$ cat src/rtl/odo_pkg.sv
package odo_pkg;

    // glyph strip geometry: ten glyphs of six rows, index 1 is top of "0"
    localparam int IDX_HOME = 1;
    localparam int IDX_ROLL = 56;
    localparam int IDX_WRAP = 61;

    typedef struct packed {
        logic [7:0] hi;
        logic [7:0] lo;
    } acc_t;

    localparam acc_t ACC_RELOAD = '{hi: 8'h00, lo: 8'd83};
    localparam logic [7:0] LO_WRAP = 8'hFE;

    typedef enum logic [1:0] {
        ACC_HOLD,
        ACC_COUNT,
        ACC_STEP,
        ACC_WRAP
    } acc_op_e;

    // classify an already incremented accumulator value
    function automatic acc_op_e acc_classify(input acc_t nxt, input logic [7:0] win_hi);
        if (nxt.hi != win_hi) begin
            return ACC_COUNT;
        end
        case (nxt.lo)
            8'h28, 8'h50, 8'h78, 8'hA0, 8'hC8, 8'hF0: return ACC_STEP;
            LO_WRAP:                                  return ACC_WRAP;
            default:                                  return ACC_COUNT;
        endcase
    endfunction

endpackage

$ cat src/rtl/odo_pulse_sync.sv
module odo_pulse_sync #(
    parameter int STAGES = 2
) (
    input  logic clk,
    input  logic rst,
    input  logic sensor_n,
    output logic active,
    output logic evt
);
    logic [STAGES-1:0] sh_q;
    logic              prev_q;
    logic              level;

    always_ff @(posedge clk) begin
        if (rst) begin
            sh_q   <= '1;
            prev_q <= 1'b1;
        end else begin
            sh_q   <= {sh_q[STAGES-2:0], sensor_n};
            prev_q <= sh_q[STAGES-1];
        end
    end

    assign level  = sh_q[STAGES-1];
    assign active = ~level;
    assign evt    = prev_q & ~level;

    AST_EVT_SINGLE: assert property (@(posedge clk) disable iff (rst)
        evt |=> !evt);

endmodule

$ cat src/rtl/odo_acc_scaler.sv
module odo_acc_scaler
    import odo_pkg::*;
#(
    parameter int STEP_HI = 17
) (
    input  logic clk,
    input  logic rst,
    input  logic evt,
    input  logic trip,
    output logic step
);
    localparam logic [7:0] WIN_HI = 8'(STEP_HI);

    acc_t        acc_q;
    acc_t        acc_inc;
    logic [15:0] inc_raw;
    acc_op_e     op;

    assign inc_raw = acc_q + 16'd1;
    assign acc_inc = acc_t'(inc_raw);

    always_comb begin
        op = ACC_HOLD;
        if (evt) begin
            op = acc_classify(acc_inc, WIN_HI);
        end
    end

    assign step = (op == ACC_STEP) && !trip;

    always_ff @(posedge clk) begin
        if (rst || trip) begin
            acc_q <= ACC_RELOAD;
        end else begin
            case (op)
                ACC_HOLD: acc_q <= acc_q;
                ACC_WRAP: acc_q <= ACC_RELOAD;
                default:  acc_q <= acc_inc;
            endcase
        end
    end

    AST_ACC_WINDOW: assert property (@(posedge clk) disable iff (rst)
        acc_q.hi <= WIN_HI);

    AST_NO_STEP_ON_WRAP: assert property (@(posedge clk) disable iff (rst)
        (evt && acc_q.hi == WIN_HI && acc_q.lo == 8'hFD) |-> !step);

    AST_TRIP_RELOAD: assert property (@(posedge clk) disable iff (rst)
        trip |=> (acc_q == ACC_RELOAD));

endmodule

$ cat src/rtl/odo_drum_chain.sv
module odo_drum_chain
    import odo_pkg::*;
#(
    parameter int NDIG  = 6,
    parameter int ROW_W = 6
) (
    input  logic                  clk,
    input  logic                  rst,
    input  logic                  step,
    input  logic                  trip,
    output logic [NDIG*ROW_W-1:0] rows
);
    localparam logic [ROW_W-1:0] HOME = ROW_W'(IDX_HOME);
    localparam logic [ROW_W-1:0] ROLL = ROW_W'(IDX_ROLL);
    localparam logic [ROW_W-1:0] WRAP = ROW_W'(IDX_WRAP);

    logic [ROW_W-1:0] idx_q [NDIG];
    logic [NDIG-1:0]  inc_en;

    assign inc_en[0] = step;

    for (genvar k = 0; k < NDIG; k++) begin : g_drum
        logic [ROW_W-1:0] sum;
        logic [ROW_W-1:0] nxt;

        assign sum = idx_q[k] + ROW_W'(inc_en[k]);
        assign nxt = (sum == WRAP) ? HOME : sum;

        if (k < NDIG - 1) begin : g_carry
            assign inc_en[k+1] = inc_en[k] && (sum >= ROLL);
        end

        always_ff @(posedge clk) begin
            if (rst || trip) begin
                idx_q[k] <= HOME;
            end else if (inc_en[k]) begin
                idx_q[k] <= nxt;
            end
        end

        assign rows[k*ROW_W +: ROW_W] = idx_q[k];

        AST_IDX_RANGE: assert property (@(posedge clk) disable iff (rst)
            (idx_q[k] >= HOME) && (idx_q[k] < WRAP));

        AST_IDX_QUIET: assert property (@(posedge clk) disable iff (rst)
            (!step && !trip) |=> $stable(idx_q[k]));

        if (k > 0) begin : g_ripple_chk
            AST_RIPPLE_MOVES: assert property (@(posedge clk) disable iff (rst)
                (inc_en[k-1] && idx_q[k-1] >= ROLL - 1 && !trip)
                    |=> (idx_q[k] != $past(idx_q[k])));
        end
    end

endmodule

$ cat src/rtl/odo_tacho_gate.sv
module odo_tacho_gate #(
    parameter int SKIP_EVERY = 4
) (
    input  logic clk,
    input  logic rst,
    input  logic evt,
    input  logic active,
    output logic tacho
);
    localparam int CW = (SKIP_EVERY > 2) ? $clog2(SKIP_EVERY) : 1;
    localparam logic [CW-1:0] LAST = CW'(SKIP_EVERY - 1);

    logic [CW-1:0] cnt_q;
    logic          skip;

    assign skip = (cnt_q == LAST);

    always_ff @(posedge clk) begin
        if (rst) begin
            cnt_q <= '0;
            tacho <= 1'b0;
        end else begin
            if (evt) begin
                cnt_q <= skip ? '0 : cnt_q + CW'(1);
            end
            if (evt && !skip) begin
                tacho <= 1'b1;
            end else if (!active) begin
                tacho <= 1'b0;
            end
        end
    end

    AST_TACHO_SKIP: assert property (@(posedge clk) disable iff (rst)
        (evt && cnt_q == LAST) |=> !tacho);

    AST_TACHO_PASS: assert property (@(posedge clk) disable iff (rst)
        (evt && cnt_q != LAST) |=> tacho);

    AST_TACHO_HOLD: assert property (@(posedge clk) disable iff (rst)
        (tacho && active) |=> tacho);

    AST_TACHO_IDLE_AT_EDGE: assert property (@(posedge clk) disable iff (rst)
        evt |-> !tacho);

endmodule

$ cat src/rtl/odo_drum_counter.sv
module odo_drum_counter #(
    parameter int NDIG        = 6,
    parameter int ROW_W       = 6,
    parameter int STEP_HI     = 17,
    parameter int SKIP_EVERY  = 4,
    parameter int SYNC_STAGES = 2
) (
    input  logic                  clk,
    input  logic                  rst,
    input  logic                  sensor_n,
    input  logic                  trip_rst,
    output logic                  tacho,
    output logic [NDIG*ROW_W-1:0] drum_rows
);
    logic evt;
    logic active;
    logic step;

    odo_pulse_sync #(
        .STAGES (SYNC_STAGES)
    ) u_sync (
        .clk      (clk),
        .rst      (rst),
        .sensor_n (sensor_n),
        .active   (active),
        .evt      (evt)
    );

    odo_acc_scaler #(
        .STEP_HI (STEP_HI)
    ) u_scaler (
        .clk  (clk),
        .rst  (rst),
        .evt  (evt),
        .trip (trip_rst),
        .step (step)
    );

    odo_drum_chain #(
        .NDIG  (NDIG),
        .ROW_W (ROW_W)
    ) u_drums (
        .clk  (clk),
        .rst  (rst),
        .step (step),
        .trip (trip_rst),
        .rows (drum_rows)
    );

    odo_tacho_gate #(
        .SKIP_EVERY (SKIP_EVERY)
    ) u_tacho (
        .clk    (clk),
        .rst    (rst),
        .evt    (evt),
        .active (active),
        .tacho  (tacho)
    );

endmodule

$ cat config.mk
export PLATFORM = sky130hd
export DESIGN_NAME = odo_drum_counter
export DESIGN_NICKNAME = d
export VERILOG_FILES = /design/src/rtl/odo_pkg.sv /design/src/rtl/odo_pulse_sync.sv /design/src/rtl/odo_acc_scaler.sv /design/src/rtl/odo_drum_chain.sv /design/src/rtl/odo_tacho_gate.sv /design/src/rtl/odo_drum_counter.sv
export SDC_FILE = /design/constraint.sdc
export NUM_CORES = 1
export LEC_CHECK = 0
export BUFFER_PORTS_ARGS = -buffer_cell sky130_fd_sc_hd__buf_2
export CAP_MARGIN = 20
export CORE_UTILIZATION = 45
export DETAILED_ROUTE_END_ITERATION = 6
export GPL_TIMING_DRIVEN = 0
export PLACE_DENSITY_LB_ADDON = 0.05
export SLEW_MARGIN = 15
export SYNTH_ARGS = -nofsm -noshare
export SYNTH_HDL_FRONTEND = slang
export SYNTH_SLANG_ARGS = --single-unit
$ cat constraint.sdc
create_clock -name clk -period 9.1 [get_ports clk]
set_input_delay 0.91 -clock clk [delete_from_list [all_inputs] [get_ports clk]]
set_output_delay 0.91 -clock clk [all_outputs]
set_load 0.02 [all_outputs]
Word level (Yosys, flattened, before mapping)
Memory sizes are Yosys's and may differ from the RTL's. Cells that the tools add are included.

Flip-flop bits (word level): 22. Bits in latches: 0. Bits in writable memories: 36. Bits in read-only memories: 0. Input port bits: 4. Output and inout bits: 37. Word-level logic and storage cells: 100. Memories kept: 1.

Memories: u_drums.idx_q (words 6, bits a word 6, read ports 6, clocked after Yosys merged registers in 0, wr ports 6, line odo_drum_chain.sv:17) `logic [ROW_W-1:0] idx_q [NDIG];`.

$add $sub $neg: 8. Multiply operators: 0. Divide/modulo/power cells: 0. Order comparisons: 5. Eq/ne operators: 17. Shifts and indexed selects: 0. Mux-type cells: 42. Bitwise gates (word level): 8. Reduce and logical (&&, ||, !) cells: 13.

Operator list (count): two-way mux 6 bit (12); adder 6 x 1 -> 6 bit (6); equality test 6 bit, second input constant (6); equality test 8 bit, second input constant (4); case mux 16 bit (2 select lines) (1); >= comparator 6 bit, second input constant (5); two-way mux 1 bit (24); adder 16 x 1 -> 16 bit, second input constant (1); equality test 8 x 7 -> 1 bit, second input constant (2); equality test 8 x 6 -> 1 bit, second input constant (1); two-way mux 2 bit (4); != test 8 x 5 -> 1 bit, second input constant (1); logical AND 1 bit (7); equality test 2 bit, second input constant (3); OR 1 bit (6); OR reduction 6 bit (1); case mux 2 bit (2 select lines) (1); adder 2 x 1 -> 2 bit, second input constant (1); zero test 1 bit (2); zero test 2 bit (1); nonzero test 2 bit (1); bitwise AND 1 bit (1); logical OR 1 bit (1); inverter 1 bit (1).

Longest topological paths before layout
Depth after elaboration: 27. Mapped depth: 54. Depth with buffers taken out: 52.

Modules after synthesis
Synthesis repeated with hierarchy kept, for this count alone.

Cell total of the unflattened synthesis: 365. Area, all modules: 3602.2 um^2.

By module, submodules not included: odo_drum_chain (times used 1, cells each 216, area an instance 2322.2 um^2); odo_acc_scaler (times used 1, cells each 129, area an instance 1068.5 um^2); odo_tacho_gate (times used 1, cells each 12, area an instance 122.6 um^2); odo_pulse_sync (times used 1, cells each 8, area an instance 88.8 um^2).

Least setup slack after synthesis
Ideal clock, no wire load.

Path type: register -> register. Start: register u_scaler.acc_q[0] (netlist name). End: memory u_drums.idx_q[5][2] (data pin). Setup time: 0.267 ns. Arrival time: 8.653 ns. Setup slack: 0.180 ns. Cell stages (with the launch flop): 53. Path buffers: 1. Period minus slack after synthesis: 8.920 ns. Cells stage by stage: dfxtp_1 -> ha_1 -> nand2_1 -> a211o_1 -> a311oi_1 -> nor4_1 -> nand3_1 -> clkbuf_1 -> inv_1 -> ha_1 -> ha_1 -> nand2b_1 -> a22oi_1 -> o221ai_1 -> nor2_1 -> ha_1 -> ha_1 -> nand3b_1 -> (+17 left out) -> a32oi_1 -> nor2b_1 -> nand3_1 -> nor2_1 -> ha_1 -> ha_1 -> nand3b_1 -> o22ai_1 -> a32o_1 -> nand2_1 -> nor3_1 -> ha_1 -> ha_1 -> nand2_1 -> nor2_1 -> a21oi_1 -> o211ai_1 -> nor3_1.

RTL lines: start: declaration (line odo_acc_scaler.sv:14) `acc_t acc_q;`; start signal: assignment (line odo_acc_scaler.sv:36) `ACC_HOLD: acc_q <= acc_q;`; start signal: assignment (line odo_acc_scaler.sv:38) `default: acc_q <= acc_inc;`; end: declaration (line odo_drum_chain.sv:17).

==> qor.yml <==
vias: 3228
antenna_left: 0
ys_seq_elements: 58
max_cap_viol_count: 0
wl_um: 8270
worst-r2r-setup-slack_ns: 0.51
chipHeight_um: 92.4
pre_cts_slack_ns: -1.61
end_kind: "register"
synth-seq-area-share_pct: 41.4
finalSetupViolations: 0
die_x_um: 92.4
combPwrFrac_pct: 8.7
reg2reg_depth: 51
track_usage_pct: 19.5
initial_core_util_pct: 47.1
worstPathRequired_ns: 9.20
cts_tree: "built"
startpoint_type: "register"
synth-edff-count: 36
synth_fp_nets: 420
wire_per_inst_um: 14.4
numCtsBuffers: 9
fin_nets: 486
fin_crit_ns: 8.59
critPathMostFrequentCell: "ha_2"
drc_errors: 0
internal_power_mw: 0.419
diodes: 0
ir_drop_mv: 0.0599
clock_path_buffers: 2
hold-worst-slack_ns: 0.413
slew_headroom_pct: 36.7
clk_pin_slew_ns: 0.07
r2r-start: "u_scaler.acc_q[0]"
postLayoutCellArea_um2: 4540
grt_antenna_before_repair: 0
setup_ws_ns: 0.515
nFillCells: 706
setup.worst_path.class: "register to register"
clockPowerShare_pct: 37.9
core_area_um2: 7810
grt_pass1_wl_um: 13200
first_pass_iters: 4
grt-ovfl-total: 0
max_freq_mhz: 116
die_area_um2: 8540
hold_viol_final: 0
yosys_warnings: 0
p_total_mw: 0.564
synth_top_flop_cell: "edfxtp_1"
r2r_end: "u_drums.idx_q[5][5]"
drive_gt1_share_pct: 28.6
seqCellArea_um2: 1530
hold_path.class: "register to register"
slowest_stage: "or3_4"
tightest_slew_ns: 0.939
status: "finished, final reports clean"
synth.distinct_cells: 55
netlist_area_um2: 3680
clock_sinks: 58
syn_inst: 401
min_delay_worst_endpoint: "u_sync.sh_q[1]"
switching_share_pct: 25.6
dpl.hpwl_um: 5680
port_buffers: 40
stdcell_count: 574
whs_path_depth: 1
multi_input_area_um2: 2240
grt_max_degree: 11
p_switching_mw: 0.145
dp_cells: 543
power.leakage_nw: 1.64
placed_cell_area_um2: 4010
drt-initial-drc-count: 120
powerDensity_nw_per_um2: 124
ios: 41
syn-mean-instance-area_um2: 9.17
critPathMaxStageDelay_ns: 0.44
hold_start: "u_sync.sh_q[0]"
gp_congestion: 0.861
clk_latency_ns: 0.34
hold_buffers: 0
num_rows: 32
viasPerCell: 5.62
async_flop_share_pct: 0
clockRootBuffer: "clkbuf_8"
grt_pass1_vias: 2879
ctsHtreeMaxLevel: 3
post-route-period-util_pct: 94.3
finClkSkew_ns: 0.00775
critPathMaxFanout: 10
finalMaxSlewViolations: 0
worstPathArrival_ns: 8.68
area_growth_pct: 23.5
p_seq_share_pct: 53.3
cell usage after synthesis (2+ instances only):
cell	count	share of area (%)
nand3b_1	5	1.0
inv_1	14	1.4
nand4_2	2	0.68
nand4_1	10	1.7
clkbuf_1	7	0.71
o211ai_1	3	0.61
or2_2	5	0.85
nor4b_1	4	0.95
o311a_1	2	0.54
nor2b_1	4	0.68
nand3_1	22	3.0
dfxtp_1	22	12
buf_4	3	0.61
nand4b_1	4	0.95
and3_1	3	0.51
or3_1	2	0.34
xnor2_1	17	4.0
nand3_2	2	0.54
nor4_1	4	0.68
nand2b_1	2	0.34
a32oi_1	2	0.48
ha_1	15	5.1
and2_1	7	1.2
or2_1	3	0.51
o21ai_0	20	2.7
nor2_1	37	3.8
o22ai_1	4	0.68
o31ai_1	3	0.61
o221a_2	2	0.61
xor2_1	24	5.7
nor3b_1	4	0.82
a31oi_1	9	1.5
nor3_1	28	3.8
a21oi_1	8	1.1
edfxtp_1	36	29
a211o_1	2	0.48
buf_1	4	0.41
nand2_1	39	4.0
critical path: cells and delay by family, from the launching register on:
kind            cells  cell delay [ns]
compound gates     13             2.15
fa+ha+maj          11             2.18
buf+inv             5             0.64
flops               1             0.37
simple gates       22             2.97
worst max path at each step:
| stage | end | slack [ns] | from |
|---|---|---|---|
| after floorplan | u_drums.idx_q[5][2] | 0.18 | u_scaler.acc_q[0] |
| after global placement | u_drums.idx_q[5][5] | -1.47 | u_scaler.acc_q[0] |
| after detailed placement | u_drums.idx_q[5][5] | -1.61 | u_scaler.acc_q[0] |
| after CTS | u_drums.idx_q[5][5] | 0.007 | u_scaler.acc_q[0] |
| after global routing | u_drums.idx_q[5][4] | -0.05 | u_scaler.acc_q[7] |
| final | u_drums.idx_q[5][5] | 0.51 | u_scaler.acc_q[0] |
stage by stage:
stage | TNS [ns] | util (%)
6_report | 0 | 58.2
5_1_grt | -0.143 | 58.2
4_1_cts | 0 | 54.8
3_5_place_dp | -20.20 | 51.3
3_3_place_gp | -17.95 | 51.3
2_1_floorplan | 0 | -
power by group through the flow:
stage	Combinational, mW	Clock, mW	Sequential, mW
after floorplan	0.0199	0	0.314
after global placement	0.0453	0	0.305
after detailed placement	0.0454	0	0.305
after CTS	0.0467	0.218	0.300
after global routing	0.0535	0.230	0.303
final	0.0492	0.214	0.301
metal layers:
layer | vias up | track usage (%) | wire (µm)
met4 | 0 | 5.73 | 92
li1 | 1606 | - | -
met5 | - | 0 | 0
met2 | 74 | 31.4 | 3810
met1 | 1539 | 25.9 | 4020
met3 | 9 | 4.52 | 343
registers in the layout (all words and copies together) (netlist names):
signal	cells
u_tacho.cnt_q	2
u_sync.prev_q	1
u_tacho.tacho	1
u_scaler.acc_q	16
u_sync.sh_q	2
u_drums.idx_q	36
area by class of cell:
cell class	instances	area share, %
clock buffer	13	3.50
sequential	58	33.6
tap	102	2.81
buffer	17	2.31
clock inverter	3	0.330
inverter	14	1.16
timing repair buffer	55	6.88
multi-input combinational	312	49.4
timing repair:
item | 4_1_cts | 5_1_grt
pin swaps | 4 | 16
setup endpoints to repair | 22 | 16
resized for setup | 20 | 42
buffers inserted | 3 | 12
placed cells by master, fill, tap and decap left out, types with 4 or more instances in the layout:
cell type	instances
and2_1	5
nand4b_1	4
nand3b_1	5
a31oi_1	9
nor2_1	35
buf_4	16
nor3_1	27
buf_1	4
edfxtp_1	36
xor2_1	24
clkbuf_1	6
dfxtp_1	18
nand2_1	37
nand3_2	4
inv_1	14
ha_4	6
buf_6	4
buf_2	40
nand3_1	20
clkbuf_8	11
or2_2	5
a21oi_1	8
nand4_1	10
ha_2	7
o21ai_0	20
xnor2_1	17
cell families (layout without fill, tap and decap cells):
kind of cell    count (synthesis)  in the layout  share of synthesized area [%]
xor+xnor                       41             41                           9.76
buf+inv                        31            102                           3.74
mux                             1              1                          0.272
compound gates                 62             62                           11.3
flops                          58             58                           41.4
simple gates                  193            193                           28.4
fa+ha+maj                      15             15                           5.10
Power figures use the tool's default switching activity.
